File: src/rtl/pp_pkg.sv
`timescale 1ns/1ps
package pp_pkg;
    localparam int OSR          = 16;
    localparam int FRAME_BITS   = 10;
    localparam int PAIRS_PER_BY = 4;

    typedef struct packed {
        logic b;
        logic a;
    } chan_pair_t;

    typedef enum logic [2:0] {
        RX_IDLE, RX_START, RX_DATA, RX_STOP, RX_WAIT_HIGH
    } rx_state_t;

    typedef enum logic [1:0] {
        PL_IDLE, PL_LEAD, PL_PLAY
    } play_state_t;

    function automatic chan_pair_t pick_pair(input logic [7:0] d, input logic [1:0] idx);
        logic [7:0] sh;
        chan_pair_t p;
        sh  = d >> (2 * idx);
        p.a = sh[0];
        p.b = sh[1];
        return p;
    endfunction

    function automatic int cw(input int n);
        return (n > 1) ? $clog2(n) : 1;
    endfunction
endpackage

File: src/rtl/pp_os_tick.sv
`timescale 1ns/1ps
module pp_os_tick #(
    parameter int DIV = 54
) (
    input  logic clk,
    input  logic rst,
    output logic tick
);
    localparam int DW = pp_pkg::cw(DIV);
    logic [DW-1:0] cnt;

    always_ff @(posedge clk) begin
        if (rst) begin
            cnt  <= '0;
            tick <= 1'b0;
        end else if (cnt == DW'(DIV - 1)) begin
            cnt  <= '0;
            tick <= 1'b1;
        end else begin
            cnt  <= cnt + 1'b1;
            tick <= 1'b0;
        end
    end
endmodule

File: src/rtl/pp_uart_rx.sv
`timescale 1ns/1ps
module pp_uart_rx
    import pp_pkg::*;
(
    input  logic       clk,
    input  logic       rst,
    input  logic       tick,
    input  logic       rx_line,
    output logic       valid,
    output logic [7:0] data
);
    localparam logic [3:0] MID  = 4'(OSR / 2 - 1);
    localparam logic [3:0] LAST = 4'(OSR - 1);

    rx_state_t  st;
    logic [1:0] sync;
    logic [3:0] os_cnt;
    logic [2:0] bit_n;
    logic [7:0] sh;
    logic       rx_s;

    assign rx_s = sync[1];

    always_ff @(posedge clk) begin
        if (rst) begin
            sync   <= 2'b11;
            st     <= RX_IDLE;
            os_cnt <= '0;
            bit_n  <= '0;
            sh     <= '0;
            data   <= '0;
            valid  <= 1'b0;
        end else begin
            sync  <= {sync[0], rx_line};
            valid <= 1'b0;
            case (st)
                RX_IDLE: if (tick && !rx_s) begin
                    st     <= RX_START;
                    os_cnt <= '0;
                end
                RX_START: if (tick) begin
                    if (os_cnt == MID) begin
                        os_cnt <= '0;
                        bit_n  <= '0;
                        st     <= rx_s ? RX_IDLE : RX_DATA;
                    end else begin
                        os_cnt <= os_cnt + 1'b1;
                    end
                end
                RX_DATA: if (tick) begin
                    if (os_cnt == LAST) begin
                        os_cnt <= '0;
                        sh     <= {rx_s, sh[7:1]};
                        bit_n  <= bit_n + 1'b1;
                        if (bit_n == 3'd7) st <= RX_STOP;
                    end else begin
                        os_cnt <= os_cnt + 1'b1;
                    end
                end
                RX_STOP: if (tick) begin
                    if (os_cnt == LAST) begin
                        os_cnt <= '0;
                        if (rx_s) begin
                            data  <= sh;
                            valid <= 1'b1;
                            st    <= RX_IDLE;
                        end else begin
                            st <= RX_WAIT_HIGH;
                        end
                    end else begin
                        os_cnt <= os_cnt + 1'b1;
                    end
                end
                RX_WAIT_HIGH: if (rx_s) st <= RX_IDLE;
                default: st <= RX_IDLE;
            endcase
        end
    end
endmodule

File: src/rtl/pp_player.sv
`timescale 1ns/1ps
module pp_player
    import pp_pkg::*;
#(
    parameter int SMP_CLKS  = 2160,
    parameter int LEAD_CLKS = 432
) (
    input  logic       clk,
    input  logic       rst,
    input  logic       push,
    input  logic [7:0] push_data,
    output logic       buf_full,
    output chan_pair_t pair_out,
    output logic       strobe,
    output logic       underrun
);
    localparam int CW = cw(SMP_CLKS > LEAD_CLKS ? SMP_CLKS : LEAD_CLKS);
    localparam logic [1:0] LAST_IDX = 2'(PAIRS_PER_BY - 1);

    play_state_t   st;
    logic [CW-1:0] cnt;
    logic [1:0]    idx;
    logic [7:0]    act;
    logic [7:0]    hold;

    always_ff @(posedge clk) begin
        if (rst) begin
            st       <= PL_IDLE;
            cnt      <= '0;
            idx      <= '0;
            act      <= '0;
            hold     <= '0;
            buf_full <= 1'b0;
            pair_out <= '0;
            strobe   <= 1'b0;
            underrun <= 1'b0;
        end else begin
            strobe <= 1'b0;
            if (push) begin
                hold     <= push_data;
                buf_full <= 1'b1;
            end
            case (st)
                PL_IDLE: if (buf_full) begin
                    st  <= PL_LEAD;
                    cnt <= '0;
                end
                PL_LEAD: begin
                    if (cnt == CW'(LEAD_CLKS - 1)) begin
                        act      <= hold;
                        buf_full <= push;
                        pair_out <= pick_pair(hold, 2'd0);
                        strobe   <= 1'b1;
                        idx      <= '0;
                        cnt      <= '0;
                        st       <= PL_PLAY;
                    end else begin
                        cnt <= cnt + 1'b1;
                    end
                end
                PL_PLAY: begin
                    if (cnt == CW'(SMP_CLKS - 1)) begin
                        cnt <= '0;
                        if (idx != LAST_IDX) begin
                            idx      <= idx + 2'd1;
                            pair_out <= pick_pair(act, idx + 2'd1);
                            strobe   <= 1'b1;
                        end else if (buf_full) begin
                            act      <= hold;
                            buf_full <= push;
                            pair_out <= pick_pair(hold, 2'd0);
                            strobe   <= 1'b1;
                            idx      <= '0;
                        end else begin
                            st       <= PL_IDLE;
                            underrun <= 1'b1;
                        end
                    end else begin
                        cnt <= cnt + 1'b1;
                    end
                end
                default: st <= PL_IDLE;
            endcase
        end
    end
endmodule

File: src/rtl/pp_pattern_player.sv
`timescale 1ns/1ps
module pp_pattern_player
    import pp_pkg::*;
#(
    parameter int CLK_HZ = 100_000_000,
    parameter int BAUD   = 115_200
) (
    input  logic clk,
    input  logic rst,
    input  logic rx_line,
    input  logic self_test,
    output logic ch_a,
    output logic ch_b,
    output logic underrun
);
    localparam int DIV       = (CLK_HZ / (BAUD * OSR)) > 0 ? CLK_HZ / (BAUD * OSR) : 1;
    localparam int BIT_CLKS  = DIV * OSR;
    localparam int SMP_CLKS  = BIT_CLKS * FRAME_BITS / PAIRS_PER_BY;
    localparam int LEAD_CLKS = BIT_CLKS / 2;

    logic       os_tick;
    logic       rx_valid;
    logic [7:0] rx_data;
    logic       buf_full;
    logic       smp_strobe;
    logic       st_push;
    logic [7:0] st_cnt;
    logic       push;
    logic [7:0] push_data;
    chan_pair_t pair;

    pp_os_tick #(.DIV(DIV)) u_tick (
        .clk  (clk),
        .rst  (rst),
        .tick (os_tick)
    );

    pp_uart_rx u_rx (
        .clk     (clk),
        .rst     (rst),
        .tick    (os_tick),
        .rx_line (rx_line),
        .valid   (rx_valid),
        .data    (rx_data)
    );

    assign st_push   = self_test && !buf_full;
    assign push      = self_test ? st_push : rx_valid;
    assign push_data = self_test ? st_cnt : rx_data;

    always_ff @(posedge clk) begin
        if (rst)          st_cnt <= '0;
        else if (st_push) st_cnt <= st_cnt + 8'd1;
    end

    pp_player #(.SMP_CLKS(SMP_CLKS), .LEAD_CLKS(LEAD_CLKS)) u_play (
        .clk       (clk),
        .rst       (rst),
        .push      (push),
        .push_data (push_data),
        .buf_full  (buf_full),
        .pair_out  (pair),
        .strobe    (smp_strobe),
        .underrun  (underrun)
    );

    assign ch_a = pair.a;
    assign ch_b = pair.b;
endmodule

File: config.mk
export PLATFORM = sky130hd
export DESIGN_NAME = pp_pattern_player
export DESIGN_NICKNAME = d
export VERILOG_FILES = /design/src/rtl/pp_pkg.sv /design/src/rtl/pp_os_tick.sv /design/src/rtl/pp_uart_rx.sv /design/src/rtl/pp_player.sv /design/src/rtl/pp_pattern_player.sv
export SDC_FILE = /design/constraint.sdc
export NUM_CORES = 1
export LEC_CHECK = 0
export ABC_AREA = 1
export BUFFER_PORTS_ARGS = -buffer_cell sky130_fd_sc_hd__buf_4
export CORE_MARGIN = 5
export CORE_UTILIZATION = 30
export CTS_BUF_LIST = sky130_fd_sc_hd__clkbuf_16
export CTS_CLUSTER_SIZE = 25
export DETAILED_ROUTE_END_ITERATION = 8
export PLACE_DENSITY_LB_ADDON = 0.08
export SKIP_CTS_REPAIR_TIMING = 1
export SLEW_MARGIN = 20
export SYNTH_ARGS = -nofsm -noshare
export SYNTH_HDL_FRONTEND = slang
export SYNTH_HIERARCHICAL = 1
export SYNTH_SLANG_ARGS = --single-unit
File: constraint.sdc
create_clock -name clk -period 5.4 [get_ports clk]
set_clock_uncertainty 0.15 [all_clocks]
set_input_delay 1.35 -clock clk [delete_from_list [all_inputs] [get_ports clk]]
set_output_delay 1.35 -clock clk [all_outputs]
set_load 0.02 [all_outputs]
### Word level (Yosys, flattened, before mapping)

Index checks and enable logic that the tools add are counted.

| storage, ports and cells | value |
|---|---|
| register bits after elaboration | 80 |
| output and inout bits | 3 |
| logic and storage cells | 142 |

| cells by class | value |
|---|---|
| add/subtract/negate cells | 6 |
| reductions and logical operators | 23 |
| muxes and demuxes | 58 |
| shift-type cells | 1 |
| bitwise gates (word level) | 5 |
| equality and inequality tests | 30 |

Operators by type and width:

| operator | count |
|---|---|
| 3-bit two-way mux | 14 |
| 8-bit two-way mux | 5 |
| 12-bit two-way mux | 3 |
| 12-bit one-hot mux with 3 select lines | 1 |
| 2-bit two-way mux | 14 |
| 2-bit by 1-bit inequality test with 1-bit output (second input constant) | 11 |
| 4-bit two-way mux | 5 |
| 8-bit one-hot mux with 2 select lines | 1 |
| 4-bit AND reduction | 4 |
| 3-bit one-hot mux with 5 select lines | 1 |
| 5-bit AND reduction | 3 |
| 12-bit by 1-bit adder with 12-bit output (second input constant) | 1 |
| 12-bit equality test (second input constant) | 1 |
| 12-bit by 9-bit equality test with 1-bit output (second input constant) | 1 |
| 2-bit inequality test (second input constant) | 6 |
| 4-bit one-hot mux with 3 select lines | 1 |
| 9-bit AND reduction | 1 |
| 8-bit by 1-bit adder with 8-bit output (second input constant) | 1 |
| 1-bit two-way mux | 8 |
| 2-bit one-hot mux with 2 select lines | 2 |
| 8-bit by 3-bit >> shifter with 2-bit output | 1 |
| 6-bit by 1-bit adder with 6-bit output (second input constant) | 1 |
| 3-bit by 2-bit equality test with 1-bit output (second input constant) | 2 |
| 3-bit equality test (second input constant) | 2 |
| 24 further kinds | 33 |

### Longest topological paths before layout

| depth | value |
|---|---|
| word-level depth | 8 |
| mapped depth | 10 |

### Cells and area by module

Netlist, hierarchy kept.

By module, submodules not included:

| module | cells an instance | area an instance (um^2) | sequential area each (um^2) | times used |
|---|---|---|---|---|
| pp_player | 288 | 1948.1 | 740.7 | 1 |
| pp_uart_rx | 179 | 1308.8 | 580.6 | 1 |
| pp_pattern_player | 81 | 518.0 | 160.2 | 1 |
| pp_os_tick | 35 | 316.6 | 140.1 | 1 |

### Worst setup path before layout

No wires, ideal clock.

| timing path | value |
|---|---|
| path kind | input-to-reg |
| start | input port self_test |
| end | register u_play.hold[1] |
| stages | 9 |
| setup slack | 2.820 ns |
| data required time | 5.118 ns |
| buffers on the path | 3 |
| arrival | 2.297 ns |
| path through | buf_6 -> inv_2 -> buf_2 -> nand2_1 -> nand2_1 -> inv_1 -> clkbuf_1 -> o21ai_0 -> a21oi_1 |

| between the ends | value |
|---|---|
| cells in the longest elaborated chain, start to end | 2 |

Ends and longest elaborated chain:

| what | RTL line | source |
|---|---|---|
| from (decl) | pp_pattern_player.sv:11 | `input logic self_test,` |
| 1-bit logical AND | pp_pattern_player.sv:47 | `assign st_push = self_test && !buf_full;` |
| 1-bit two-way mux * | pp_pattern_player.sv:48 | `assign push = self_test ? st_push : rx_valid;` |
| via push | pp_pattern_player.sv:28 | `logic push;` |
| to (signal assigned) | pp_player.sv:40 | `hold <= push_data;` |
| to (decl) | pp_player.sv:24 | `logic [7:0] hold;` |

The timed path passes the listed nets; every way through them passes the cells marked *.
A chain may end at the register's enable or synchronous reset.

==> impl_results.md <==
* Run status: finished clean
* Final setup fails at 0
* Combined area of the multi-input logic cells at about 2100 µm²
* 1st-pass router iterations at 4
* Category of the worst setup path capture point: flip-flop
* Final ANT Viol Nets at 0
* Clock input transition at the sequential cells of the worst setup and hold paths at 0.06 ns
* Most common cell after layout, fill and taps aside: nor2_1
* Count of max-cap constraint violations at 0
* Number of H-tree levels at 3
* Worst-case clock buffer depth at 2
* Final critical-path share of the clock period at 0.476
* Global-route wire length before repair at 14.6 mm
* Final hold violation count at 0
* Drt drc at 0
* Number of nets in the layout at 604
* First DRT Iteration DRCs at 160
* Via count of the first global-routing pass at 3127
* Area of the mapped netlist at 4050 µm²
* Clock tree from TritonCTS: done
* Global routing met1 resource utilization at 0.142
* Internal power summed over all cells at 0.00113 W
* Area of all sequential standard cells at 1600 µm²
* Transition at the pin with the smallest max-transition slack at 1.03 ns
* Via density per instance at 4.37
* Inserted Diodes at 0
* Initial standard-cell utilization of the core at 0.306
* Detailed Route WL at 8.39 mm
* Post-synthesis average cell area at 7.00 µm²
* Initial antenna violation count at 0
* Fin Hold WS at about 0.26 ns
* Data required time at the worst endpoint at approximately 5.5 ns
* Number of slew-limit violations in the final report at 0
* CP max FO at 33
* Leakage at just under 2 nW
* Layout Utilization at 0.343
* PwrDens at 373 nW/µm²
* Power share of the clock group at 0.347
* Sequential group share of total power at 0.400
* Kind of start point of the critical path: primary input
* Proportion of total power due to net switching at 0.332
* Number of buffers added by the clock tree synthesis step at 9
* Most used routing layer in global routing: met2
* Core Box Area at 13200 µm²
* Worst slew slack as a fraction of its limit at 0.311
* Delay of the slowest cell on the worst path at 0.76 ns
* Ordered cell list for the critical path: buf_4, inv_1, o21ai_0, a21oi_1
* Clock period minus worst slack at 2.57 ns
* Vias at roughly 3400
* Unrepaired setup endpoints after global routing: no
* Overall track demand over capacity in global routing at 0.112
* Share of post-route cells with drive strength above 1 at 0.115
* Clock Latency Late Sink at 0.35 ns
* Die Footprint at 15900 µm²
* Die Wd at 126 µm
* Maximum clock frequency at 389 MHz
* Met3 layer usage reported by global route at 0.0449
* RD Place Congestion at 0.797
* Arrival time at the worst endpoint at about 2.7 ns
* Cell with the largest stage delay on the worst path: inv_1
* Critical path class: in2reg
* Sum of overflow across all layers after global routing at 0
* Filler instances at 1460
* Net count after synthesis at 596
* Cell Rows at 42
* Sink Count at 80
* Hold/Removal Path Class: reg2reg
* Warnings from Yosys at 6
* Routed WL per cell at 10.9 µm
* Clock tree root driver cell: clkbuf_16
* Number of top-level design ports at 7
* Cell count after synthesis at 579
* Switching power at about 0.00056 W
* Portion of total power attributed to combinational logic at 0.253
* Maximum number of pins on one net before global-route repair at 34
* Synthesis-to-finish area growth at 12.0%
* Max VDD drop at 0.000140 V
* Detailed-placement wirelength estimate at 5.88 mm
* Setup total negative slack at 0 ns
* GRT met2 Usage at 0.175
* Die height at 126 µm
* IO buf count at 6
* Commonest cells after routing, fill and taps aside: 122 x nor2_1, 120 x nand2_1, 80 x dfxtp_1, 64 x inv_1, 42 x o21ai_0
[per-stage QoR]
stage	total power, W	instances	instance area, µm²	worst slack, ns
floorplan	0.00104	579	4050	2.82
global placement	0.00112	752	4260	2.41
detailed placement	0.00112	752	4260	2.41
CTS	0.00173	767	4540	2.77
global route	0.00182	767	4540	2.61
finish	0.00169	767	4540	2.83
[flip-flops by register name (all words and copies together) (netlist names)]
name             cells
u_play/cnt          12
st_cnt               8
u_play/act           8
u_play/hold          8
u_rx/data            8
u_rx/sh              8
u_tick/cnt           6
u_rx/os_cnt          4
u_rx/bit_n           3
u_rx/st              3
u_play/idx           2
u_play/pair_out      2
u_play/st            2
u_rx/sync            2
u_play/buf_full      1
u_play/underrun      1
u_rx/valid           1
u_tick/tick          1
[area by class of cell]
| type | instances | area share |
|---|---|---|
| clock inverters | 6 | 0.0119 |
| flip-flops and latches | 80 | 0.353 |
| well taps | 176 | 0.0485 |
| repair buffers | 6 | 0.00993 |
| multi-input cells | 416 | 0.466 |
| inverters | 74 | 0.0615 |
| clock buffers | 9 | 0.0496 |
[critical path: cells and delay by family]
family,cells,cell delay (ns)
compound gates,2,0.40
buf+inv,2,0.93
[worst paths after layout]
check	start	endpoint	slack, ns	cells past startpoint
setup / recovery	rst	u_play/hold[1]$_SDFFE_PP0P_	2.83	4
hold / removal	u_rx/sync[0]$_SDFF_PP1_	u_rx/sync[1]$_SDFF_PP1_	0.26	1
hold reg to reg	u_rx/sync[0]$_SDFF_PP1_	u_rx/sync[1]$_SDFF_PP1_	0.26	1
setup reg to reg	u_play/st[0]$_SDFFE_PP0P_	u_play/act[3]$_SDFFE_PP0P_	3.45	8
[power by group through the flow]
stage / Combinational [W] / Clock [W] / Sequential [W]
final: 0.000429 / 0.000587 / 0.000677
after global routing: 0.000496 / 0.000641 / 0.000684
after CTS: 0.000437 / 0.000617 / 0.000678
after detailed placement: 0.000434 / 0 / 0.000691
after global placement: 0.000434 / 0 / 0.000690
after floorplan: 0.000353 / 0 / 0.000685
[routing by layer]
layer | up-vias | share of wire
li1 | 1845 | -
met1 | 1471 | 0.51
met5 | - | 0
met3 | 10 | 0.036
met2 | 26 | 0.44
met4 | 0 | 0.014
(Power assumes the default switching activity.)
